--- config.mk ---
export PLATFORM = sky130hd
export DESIGN_NAME = gps_corr_channel
export DESIGN_NICKNAME = d
export VERILOG_FILES = /design/src/rtl/corr_pkg.sv /design/src/rtl/corr_code_gen.sv /design/src/rtl/corr_carrier_nco.sv /design/src/rtl/corr_accum.sv /design/src/rtl/gps_corr_channel.sv
export SDC_FILE = /design/constraint.sdc
export NUM_CORES = 1
export LEC_CHECK = 0
export ABC_AREA = 1
export BUFFER_PORTS_ARGS = -buffer_cell sky130_fd_sc_hd__buf_2
export CORE_MARGIN = 2
export CORE_UTILIZATION = 45
export CTS_CLUSTER_DIAMETER = 100
export DETAILED_ROUTE_END_ITERATION = 8
export SYNTH_ARGS = -nofsm -noshare
export SYNTH_HDL_FRONTEND = slang
export SYNTH_HIERARCHICAL = 1
export SYNTH_SLANG_ARGS = --single-unit
--- constraint.sdc ---
create_clock -name clk -period 4.3 [get_ports clk]
set_input_delay 0.86 -clock clk [delete_from_list [all_inputs] [get_ports clk]]
set_output_delay 0.86 -clock clk [all_outputs]
set_load 0.05 [all_outputs]
--- src/rtl/corr_pkg.sv ---
package corr_pkg;
  typedef enum logic [1:0] {
    ARM_IP  = 2'd0,
    ARM_QP  = 2'd1,
    ARM_IEL = 2'd2,
    ARM_QEL = 2'd3
  } arm_e;

  localparam int NARMS = 4;
endpackage

--- src/rtl/corr_code_gen.sv ---
module corr_code_gen #(
  parameter int CPW      = 16,
  parameter int LFSR_W   = 10,
  parameter int CODE_LEN = 1023,
  parameter logic [LFSR_W-1:0] G1_MASK = 10'h204,
  parameter logic [LFSR_W-1:0] G2_MASK = 10'h3A6,
  localparam int CNT_W = $clog2(CODE_LEN),
  localparam int TAP_W = $clog2(LFSR_W + 1),
  localparam int DL_N  = 3
) (
  input  logic              clk,
  input  logic              rst,
  input  logic              restart,
  input  logic              take,
  input  logic [CPW-1:0]    code_incr,
  input  logic [TAP_W-1:0]  tap_a,
  input  logic [TAP_W-1:0]  tap_b,
  input  logic [LFSR_W-1:0] g2_init,
  output logic              early,
  output logic              prompt,
  output logic              late,
  output logic              epoch
);
  logic [CPW-1:0]    cph;
  logic [CPW:0]      cph_sum;
  logic              half;
  logic [LFSR_W-1:0] g1, g2;
  logic [CNT_W-1:0]  cnt;
  logic [DL_N-1:0]   dl;
  logic              hc, chip_adv, code_bit, fb1, fb2;

  assign cph_sum  = {1'b0, cph} + {1'b0, code_incr};
  assign hc       = take & cph_sum[CPW];
  assign chip_adv = hc & half;
  assign epoch    = chip_adv & (cnt == CNT_W'(CODE_LEN - 1));
  assign fb1      = ^(g1 & G1_MASK);
  assign fb2      = ^(g2 & G2_MASK);
  assign code_bit = g1[LFSR_W-1] ^ g2[tap_a - TAP_W'(1)] ^ g2[tap_b - TAP_W'(1)];

  always_ff @(posedge clk) begin
    if (rst || restart) begin
      cph  <= '0;
      half <= 1'b0;
      g1   <= '1;
      g2   <= g2_init;
      cnt  <= '0;
      dl   <= '0;
    end else if (take) begin
      cph <= cph_sum[CPW-1:0];
      if (hc) begin
        dl   <= {dl[DL_N-2:0], code_bit};
        half <= ~half;
      end
      if (chip_adv) begin
        if (epoch) begin
          cnt <= '0;
          g1  <= '1;
          g2  <= g2_init;
        end else begin
          cnt <= cnt + CNT_W'(1);
          g1  <= {g1[LFSR_W-2:0], fb1};
          g2  <= {g2[LFSR_W-2:0], fb2};
        end
      end
    end
  end

  assign early  = dl[0];
  assign prompt = dl[1];
  assign late   = dl[2];
endmodule

--- src/rtl/corr_carrier_nco.sv ---
module corr_carrier_nco #(
  parameter int PH_W = 24
) (
  input  logic            clk,
  input  logic            rst,
  input  logic            restart,
  input  logic            take,
  input  logic [PH_W-1:0] incr,
  output logic            cos_neg,
  output logic            sin_neg
);
  logic [PH_W-1:0] ph;
  logic [1:0]      quad;

  always_ff @(posedge clk) begin
    if (rst || restart) ph <= '0;
    else if (take)      ph <= ph + incr;
  end

  assign quad = ph[PH_W-1:PH_W-2];

  // sign table, quadrant centres at 45, 135, 225 and 315 degrees
  always_comb begin
    unique case (quad)
      2'd0:    begin cos_neg = 1'b0; sin_neg = 1'b0; end
      2'd1:    begin cos_neg = 1'b1; sin_neg = 1'b0; end
      2'd2:    begin cos_neg = 1'b1; sin_neg = 1'b1; end
      default: begin cos_neg = 1'b0; sin_neg = 1'b1; end
    endcase
  end
endmodule

--- src/rtl/corr_accum.sv ---
module corr_accum import corr_pkg::*; #(
  parameter int ACC_W = 16
) (
  input  logic                        clk,
  input  logic                        rst,
  input  logic                        restart,
  input  logic                        take,
  input  logic                        epoch,
  input  logic                        rd_ack,
  input  logic [NARMS-1:0][ACC_W-1:0] contrib,
  output logic [NARMS-1:0][ACC_W-1:0] acc,
  output logic [NARMS-1:0][ACC_W-1:0] hold,
  output logic                        ready
);
  localparam logic [ACC_W-1:0] MAXV = {1'b0, {(ACC_W-1){1'b1}}};
  localparam logic [ACC_W-1:0] MINV = {1'b1, {(ACC_W-1){1'b0}}};

  for (genvar a = 0; a < NARMS; a++) begin : g_arm
    logic [ACC_W:0]   ext;
    logic [ACC_W-1:0] nxt, acc_r, hold_r;

    assign ext = {acc_r[ACC_W-1], acc_r} + {contrib[a][ACC_W-1], contrib[a]};

    always_comb begin
      if (ext[ACC_W] != ext[ACC_W-1]) nxt = ext[ACC_W] ? MINV : MAXV;
      else                            nxt = ext[ACC_W-1:0];
    end

    always_ff @(posedge clk) begin
      if (rst || restart) acc_r <= '0;
      else if (take)      acc_r <= epoch ? '0 : nxt;
    end

    always_ff @(posedge clk) begin
      if (rst)        hold_r <= '0;
      else if (epoch) hold_r <= nxt;
    end

    assign acc[a]  = acc_r;
    assign hold[a] = hold_r;
  end

  always_ff @(posedge clk) begin
    if (rst)         ready <= 1'b0;
    else if (epoch)  ready <= 1'b1;
    else if (rd_ack) ready <= 1'b0;
  end
endmodule

--- src/rtl/gps_corr_channel.sv ---
module gps_corr_channel import corr_pkg::*; #(
  parameter int PH_W     = 24,
  parameter int CPW      = 16,
  parameter int ACC_W    = 16,
  parameter int MAG      = 1,
  parameter int LFSR_W   = 10,
  parameter int CODE_LEN = 1023,
  localparam int TAP_W   = $clog2(LFSR_W + 1)
) (
  input  logic              clk,
  input  logic              rst,
  input  logic              s_valid,
  input  logic              s_data,
  output logic              s_ready,
  input  logic [PH_W-1:0]   nco_incr,
  input  logic [CPW-1:0]    code_incr,
  input  logic [TAP_W-1:0]  tap_a,
  input  logic [TAP_W-1:0]  tap_b,
  input  logic [LFSR_W-1:0] g2_init,
  input  logic              restart,
  input  logic              selftest,
  input  logic              rd_ack,
  output logic              irq,
  output logic [ACC_W-1:0]  ip,
  output logic [ACC_W-1:0]  qp,
  output logic [ACC_W-1:0]  iel,
  output logic [ACC_W-1:0]  qel,
  output logic              st_out
);
  logic take, early, prompt, late, epoch, cos_neg, sin_neg, s_neg;
  logic [1:0] fs4;
  logic [NARMS-1:0][ACC_W-1:0] contrib, acc, hold;

  assign s_ready = ~rst;
  assign take    = s_valid & s_ready & ~restart;
  assign s_neg   = ~s_data;

  function automatic logic [ACC_W-1:0] pv(input logic neg);
    logic [ACC_W-1:0] m;
    m = ACC_W'(MAG);
    return neg ? (~m + ACC_W'(1)) : m;
  endfunction

  assign contrib[ARM_IP]  = pv(s_neg ^ cos_neg ^ prompt);
  assign contrib[ARM_QP]  = pv(s_neg ^ sin_neg ^ prompt);
  assign contrib[ARM_IEL] = pv(s_neg ^ cos_neg ^ early) - pv(s_neg ^ cos_neg ^ late);
  assign contrib[ARM_QEL] = pv(s_neg ^ sin_neg ^ early) - pv(s_neg ^ sin_neg ^ late);

  corr_code_gen #(.CPW(CPW), .LFSR_W(LFSR_W), .CODE_LEN(CODE_LEN)) u_code (
    .clk(clk), .rst(rst), .restart(restart), .take(take), .code_incr(code_incr),
    .tap_a(tap_a), .tap_b(tap_b), .g2_init(g2_init),
    .early(early), .prompt(prompt), .late(late), .epoch(epoch)
  );

  corr_carrier_nco #(.PH_W(PH_W)) u_nco (
    .clk(clk), .rst(rst), .restart(restart), .take(take), .incr(nco_incr),
    .cos_neg(cos_neg), .sin_neg(sin_neg)
  );

  corr_accum #(.ACC_W(ACC_W)) u_acc (
    .clk(clk), .rst(rst), .restart(restart), .take(take), .epoch(epoch),
    .rd_ack(rd_ack), .contrib(contrib), .acc(acc), .hold(hold), .ready(irq)
  );

  always_ff @(posedge clk) begin
    if (rst) fs4 <= '0;
    else     fs4 <= fs4 + 2'd1;
  end

  assign st_out = selftest & (prompt ^ fs4[1] ^ cos_neg);
  assign ip  = hold[ARM_IP];
  assign qp  = hold[ARM_QP];
  assign iel = hold[ARM_IEL];
  assign qel = hold[ARM_QEL];
endmodule

==> results of run 1 <==
area by class of cell:
cell class	instances	area, sq um
Tap cell	442	553
Multi-Input combinational cell	1803	9100
Clock inverter	9	145
Sequential cell	205	4200
Timing Repair Buffer	149	803
Inverter	365	1380
Fill cell	3468	15700
Clock buffer	37	783
synth_stat cells (3+ instances only):
cell type and count:
nor2_2 4, fa_1 6, o21ai_1 44, buf_1 3, or2_1 4, inv_1 349
a21oi_1 158, a21o_1 4, nand3_2 4, ha_1 109, inv_2 11, nor2_4 3
nand2_4 4, and2_1 6, buf_6 11, nand4_1 12, xnor2_1 19, o21bai_1 14
clkbuf_1 41, nand2_2 16, nor2_1 288, a31oi_1 3, nor3_1 20, xor2_1 49
o21ai_0 55, dfxtp_1 195, nand3b_1 9, nand3_1 126, edfxtp_1 10, nor3_2 4
buf_2 9, nand2_1 826, nand4_4 3
cell families (layout without fill, tap and decap cells):
| logic type | count (synthesis) | after routing | share of synthesized area, % |
|---|---|---|---|
| XOR/XNOR | 68 | 68 | 3.97 |
| adder cells (fa/ha/maj) | 115 | 115 | 9.89 |
| AO/OA/AOI/OAI | 282 | 282 | 9.81 |
| buffers and inverters | 431 | 560 | 11.5 |
| other | 2 | 4 | 0.0500 |
| flip-flops | 205 | 205 | 28.0 |
| AND/OR/NAND/NOR | 1334 | 1334 | 36.8 |
power breakdown:
| part | internal [mW] | switching [mW] | leakage (nW) |
|---|---|---|---|
| sequential | 1.94 | 0.0220 | 1.68 |
| clock | 1.49 | 0.865 | 0.463 |
| combinational | 0.224 | 0.443 | 7.55 |
sequential cells by signal (all words and copies together) (netlist names):
signal	flops
u_code/g2	10
u_code/g1	10
u_acc/ready	1
u_code/cph	16
u_code/half	1
fs4	2
u_acc/g_arm.hold_r	64
u_code/dl	3
u_code/cnt	10
u_acc/g_arm.acc_r	64
u_nco/ph	24
worst min-delay path by stage:
| stage | cells after the start | slack [ns] | from | to |
|---|---|---|---|---|
| final | 1 | 0.43 | fs4[0] | fs4[0] |
| after global routing | 1 | 0.45 | fs4[0] | fs4[0] |
| after CTS | 1 | 0.44 | fs4[0] | fs4[0] |
| after detailed placement | 1 | 0.43 | fs4[0] | fs4[0] |
| after global placement | 1 | 0.42 | fs4[0] | fs4[0] |
| after floorplan | 1 | 0.41 | fs4[0] | fs4[0] |
per-stage QoR:
stage	hold slack, ns	instance area [sq um]
final	0.430	17000
after global routing	0.451	17000
after CTS	0.435	17000
after detailed placement	0.427	16000
after global placement	0.423	16000
after floorplan	0.408	15000
worst max-delay path, cell delays in order, from the launching register on:
cell	delay, ns
dfxtp_1	0.40
inv_1	0.08
ha_1	0.34
xnor2_1	0.29
nand2_1	0.08
nand2_1	0.08
buf_4	0.25
inv_1	0.10
fa_1	0.44
inv_1	0.07
nand2_1	0.06
nand2_1	0.08
nand3_1	0.08
nand2_1	0.14
nand2_1	0.10
nand3_2	0.11
nand2_2	0.09
nand2_4	0.18
nand3_1	0.15
nand2_1	0.08
nand2_1	0.06
a21oi_1	0.14
routing by layer:
| metal | vias to the layer above | global-route usage [%] | share of wire [%] |
|---|---|---|---|
| met3 | 59 | 2.60 | 3.8 |
| met5 | - | 0 | 0 |
| met4 | 0 | 6.72 | 3.0 |
| li1 | 7801 | - | - |
| met2 | 223 | 37.9 | 46 |
| met1 | 6499 | 27.9 | 47 |
layout by cell type (no fill, tap or decap), types with 17 or more instances in the layout:
master | netlist | layout
nand3_1 | 126 | 126
dfxtp_1 | 195 | 195
inv_1 | 349 | 346
nor3_1 | 20 | 20
o21ai_0 | 55 | 53
buf_4 | 2 | 17
ha_1 | 109 | 109
clkbuf_16 | 0 | 27
xnor2_1 | 19 | 19
buf_2 | 9 | 131
o21ai_1 | 44 | 46
a21oi_1 | 158 | 158
nand2_1 | 826 | 826
nor2_1 | 288 | 286
xor2_1 | 49 | 49
==> run_results.csv, run 1 <==
group,metric,value,unit
timing,max_freq,289,MHz
placement,hpwl,27.8,mm
cells_and_area,postLayoutCoreUtil,51.9,%
floorplan,initial_utilization,45.9,%
run,cap_viol_max_count,0,
critical_path,cp-start-kind,"flip-flop",
cells_and_area,nets,2730,
power_and_ir_drop,p_leak,9.69,nW
timing,drv_slew,0,
floorplan,rows,66,
detailed_routing,wire_per_inst,12.7,um
status,status,"complete, no violations",
logic_synthesis,ys_seq_elements,205,
clocking,cts_tree,"built",
placement,io_buffers,131,
critical_path,rrSetupSlack,0.84,ns
logic_synthesis,syn_inst,2437,
timing,slew_headroom,45.5,%
logic_synthesis,post_synth.cell_area_avg,6.16,sq um
critical_path,r2r_cells,21,
detailed_routing,firstDrtPassIters,5,
clocking,numCtsBuffers,26,
floorplan,io_pins,132,
floorplan,die_h,187,um
global_route,grt_start_max_net_pins,69,
clocking,cts_sinks,205,
min_path,hold_path.class,"flip-flop to flip-flop",
logic_synthesis,ys_top_cells_by_area,"dfxtp_1 26%, nand2_1 21%, ha_1 9.1%",
global_route,grt_util_all_layers,21.7,%
critical_path,r2r-start,"u_nco/ph[22]",
detailed_routing,initialDrtViolationCount,742,
global_route,grt_overflow_total,0,
critical_path,crit_required,4.76,ns
clocking,clockBufferDepth,3,
logic_synthesis,yosysSeqAreaShare,28.0,%
timing,setup_ws,0.845,ns
detailed_routing,num_vias,14582,
power_and_ir_drop,power,4.99,mW
timing,fin_skew,0.0145,ns
power_and_ir_drop,powerDensity,294,mW/mm^2
detailed_routing,ant_nets,0,
power_and_ir_drop,vdd_drop_max,0.353,mV
critical_path,endpoint_kind,"flip-flop",
logic_synthesis,synth-edff-count,10,
clocking,h-tree-depth,1,
critical_path,r2r-end,"u_acc/g_arm[0].acc_r[13]",
critical_path,cp_max_fo,16,
detailed_routing,drc_errors,0,
clocking,clock_latency,0.54,ns
placement,dpl_worst_slack,0.587,ns
logic_synthesis,syn_area,0.0150,sq mm
clocking,cts_resized,0,
critical_path,critical_path_arrival,3.92,ns
logic_synthesis,yosysWarnings,6,
critical_path,crit_type,"flip-flop to flip-flop",
logic_synthesis,yosysTopAreaCellShare,26.0,%
floorplan,die_x,187,um
timing,final.min_clock_period,3.46,ns
global_route,grt_pass1_vias,13889,
timing,worst_slew_pin_slew,0.818,ns
critical_path,critPathLaunch,"u_nco/ph[22]",
detailed_routing,avgViaCountPerCell,4.84,
global_route,grt_pass1_wl,64.6,mm
floorplan,core_area,0.0327,sq mm
clocking,clock-root-buffer,"clkbuf_16",
detailed_routing,routed_wl,38.2,mm
clocking,cts.hold.buffers_added,0,
cells_and_area,syn2layout_area_growth,13.0,%
timing,rsz0062_at_grt,"false",
cells_and_area,drive_gt1_share,9.93,%
critical_path,endpoint,"u_acc/g_arm[0].acc_r[13]",
clocking,cts_setup_buffers,0,
floorplan,dieArea,0.0348,sq mm
logic_synthesis,yosysUniqueCellTypes,45,
placement,gp_congestion,0.901,
timing,setup_viol,0,
clocking,cts.clk_slew.worst_paths,0.06,ns
cells_and_area,n_antenna_cell,0,
logic_synthesis,synth_ff_type,"dfxtp_1",
logic_synthesis,post-synth-top-area-cell,"dfxtp_1",
timing,period_share,80.4,%
global_route,antenna_found_initial,0,
logic_synthesis,async_flop_share,0,%
cells_and_area,post_layout_nonfiller_instances,3010,
timing,setup-tns-final,0,ns
placement,dp_cells,2964,
timing,hold_viol,0,
(Power assumes the default switching activity.)
==> run 2, diff against run 1 <==
Settings changed: PLACE_DENSITY from default to 0.65.
Clock period 4.3 ns to 2.9 ns, I/O delays scaled along.
==> run 2 against run 1 <==
Effect of this change:
- wire length grew 20%
- combinational power grew to 2.5 times the previous value
- first-iteration DRC count grew 14%
- critical path depth shrank 3
- the run now ends with setup timing left
- register-to-register slack lost 1.0 ns
- die area is the same
- flip-flop and latch count is the same
- clock skew grew 0.021 ns
- power grew 62%
==> run_results.csv, run 2 (synthesis gave the netlist of run 1 again) <==
group,metric,value,unit
timing,rsz0062_at_grt,"true",
power_and_ir_drop,p_seq_share,36.1,%
cells_and_area,mostFrequentLayoutCells,"598 x nand2_1, 332 x inv_1, 281 x nor2_1",
critical_path,worst_path_most_repeated_cell,"nand2_4",
floorplan,rows,66,
critical_path,r2r_cells,18,
clocking,clock-root-buffer,"clkbuf_16",
critical_path,crit_chain,"buf_6 -> ha_4 -> nor2_4 -> xnor2_4 -> inv_2 -> nand2_4 -> nand2_8 -> ha_4 -> nand2_4 -> nor3_4 -> and2_4 -> nand2_4 -> nand3_4 -> nand4_4 -> buf_12 -> nand2_2 -> nand2_2 -> a21oi_2",
timing,final.min_clock_period,3.06,ns
floorplan,initial_utilization,45.9,%
critical_path,critPathLaunch,"u_nco/ph[22]",
detailed_routing,routed_wl,46.0,mm
status,violations,"setup timing",
detailed_routing,wire_per_inst,14.4,um
min_path,holdPathStages,4,
global_route,antenna_found_initial,0,
floorplan,dieArea,0.0348,sq mm
timing,setup-tns-final,-6.17,ns
critical_path,cp_max_fo,8,
critical_path,endpoint_kind,"flip-flop",
cells_and_area,syn2layout_area_growth,43.4,%
timing,max_freq,327,MHz
critical_path,critical_path_arrival,3.55,ns
power_and_ir_drop,internal-power,5.71,mW
global_route,grt_pass1_wl,69.7,mm
min_path,min_from,"rd_ack",
clocking,cts_tree,"built",
cells_and_area,stdcell_area,0.0215,sq mm
critical_path,crit_type,"flip-flop to flip-flop",
timing,period_share,105,%
cells_and_area,drive_gt1_share,32.3,%
timing,setup_viol,90,
power_and_ir_drop,power.switching,2.36,mW
clocking,numCtsBuffers,26,
floorplan,die_h,187,um
min_path,hold_path_end,"u_acc/ready",
power_and_ir_drop,p_leak,11.3,nW
placement,postPlaceCellArea,0.0174,sq mm
floorplan,die_x,187,um
power_and_ir_drop,power,8.07,mW
floorplan,io_pins,132,
detailed_routing,avgViaCountPerCell,5.00,
global_route,grt_util_all_layers,23.4,%
critical_path,cp-start-kind,"flip-flop",
power_and_ir_drop,clockPowerShare,42.8,%
placement,dpl_worst_slack,-0.311,ns
global_route,grt_pass1_vias,14965,
clocking,h-tree-depth,1,
status,status,"complete, but fails checks",
floorplan,core_area,0.0327,sq mm
placement,hpwl,29.7,mm
timing,hold_viol,0,
cells_and_area,nets,2922,
detailed_routing,initialDrtViolationCount,845,
placement,io_buffers,131,
detailed_routing,ant_nets,0,
global_route,grt_overflow_total,0,
detailed_routing,firstDrtPassIters,5,
timing,worst_slew_pin_slew,0.797,ns
critical_path,cp_slowest_cell,"ha_4",
critical_path,rrSetupSlack,-0.16,ns
critical_path,r2r-start,"u_nco/ph[22]",
global_route,grt_start_max_net_pins,68,
cells_and_area,final_common_cell,"nand2_1",
clocking,cts.clk_slew.worst_paths,0.06,ns
power_and_ir_drop,powerDensity,375,mW/mm^2
timing,setup_ws,-0.155,ns
detailed_routing,drc_errors,0,
placement,gp_congestion,0.919,
critical_path,crit_required,3.39,ns
detailed_routing,num_vias,16009,
run,cap_viol_max_count,0,
min_path,hold_path.class,"input pin to flip-flop",
power_and_ir_drop,vdd_drop_max,0.545,mV
timing,slew_headroom,46.9,%
timing,fin_skew,0.0354,ns
cells_and_area,n_antenna_cell,0,
critical_path,r2r-end,"u_acc/g_arm[1].acc_r[9]",
timing,hold_ws,0.264,ns
cells_and_area,top_regs,"u_acc/g_arm.acc_r (64), u_acc/g_arm.hold_r (64), u_nco/ph (24)",
power_and_ir_drop,p_sw_share,29.2,%
clocking,clockBufferDepth,3,
clocking,clock_latency,0.57,ns
clocking,cts.hold.buffers_added,0,
critical_path,slowest_delay,0.34,ns
clocking,cts_sinks,205,
power_and_ir_drop,combPwrFrac,21.1,%
timing,drv_slew,0,
==> run 2: changes by cell type in the layout (fill, tap and decap cells not counted), moves of 52 or more <==
cell     delta
nand2_4    +85
buf_4     +149
ha_4       +52
nand2_1   -228
ha_1       -54
nand2_2   +129
a21oi_1    -63
==> run 2: per-stage QoR <==
step,std cells,utilization [%]
after floorplan,2439,-
after global placement,3118,53.1
after detailed placement,3118,53.1
after CTS,3175,58.2
after global routing,3204,65.8
final,3204,65.8
==> run 2: critical path, delay by kind of cell, from the launching register on <==
kind            cells  cell delay, ns
flops               1            0.32
fa+ha+maj           2            0.49
xor+xnor            1            0.18
compound gates      1            0.14
buf+inv             3            0.38
simple gates       11            1.47
==> run 2: power by group through the flow <==
stage | registers [mW] | clock network [mW] | logic (mW)
after floorplan | 2.97 | 0 | 0.764
after global routing | 2.92 | 3.67 | 1.85
after CTS | 2.92 | 3.55 | 1.31
after global placement | 2.97 | 0 | 1.13
after detailed placement | 2.98 | 0 | 1.15
final | 2.92 | 3.45 | 1.70
==> run 2: repair_timing <==
item,4_1_cts,5_1_grt
buffers inserted,5,23
pin swaps,23,185
gates cloned,4,7
resized for setup,111,529
setup endpoints to repair,125,127
==> run 2: area by class of cell <==
| cell class | instances | area, sq um |
|---|---|---|
| flip-flops and latches | 205 | 4210 |
| inverters | 365 | 1380 |
| repair buffers | 336 | 2550 |
| clock buffers | 37 | 772 |
| multi-input cells | 1808 | 11900 |
| well taps | 442 | 553 |
| clock inverters | 11 | 154 |
| fillers | 2771 | 11200 |
==> run 2: worst max-delay path by stage <==
stage	cells past startpoint	end	slack, ns
2_1_floorplan	19	u_acc/g_arm[3].hold_r[11]	-0.19
3_3_place_gp	16	u_acc/g_arm[3].hold_r[2]	-0.29
3_5_place_dp	20	u_acc/g_arm[1].hold_r[11]	-0.31
4_1_cts	19	u_acc/g_arm[2].hold_r[3]	-0.05
5_1_grt	18	u_acc/g_arm[1].acc_r[9]	-0.27
6_report	18	u_acc/g_arm[1].acc_r[9]	-0.16
==> run 2: routing by layer <==
layer  track usage [%]  part of all wire, %  wire, um  up-vias
li1                  -                    -         -     8211
met1              29.3                   43     19900     7400
met2              42.6                   51     23200      326
met3              2.69                  4.0      1830       72
met4              6.07                  2.2      1000        0
met5                 0                    0         0        -
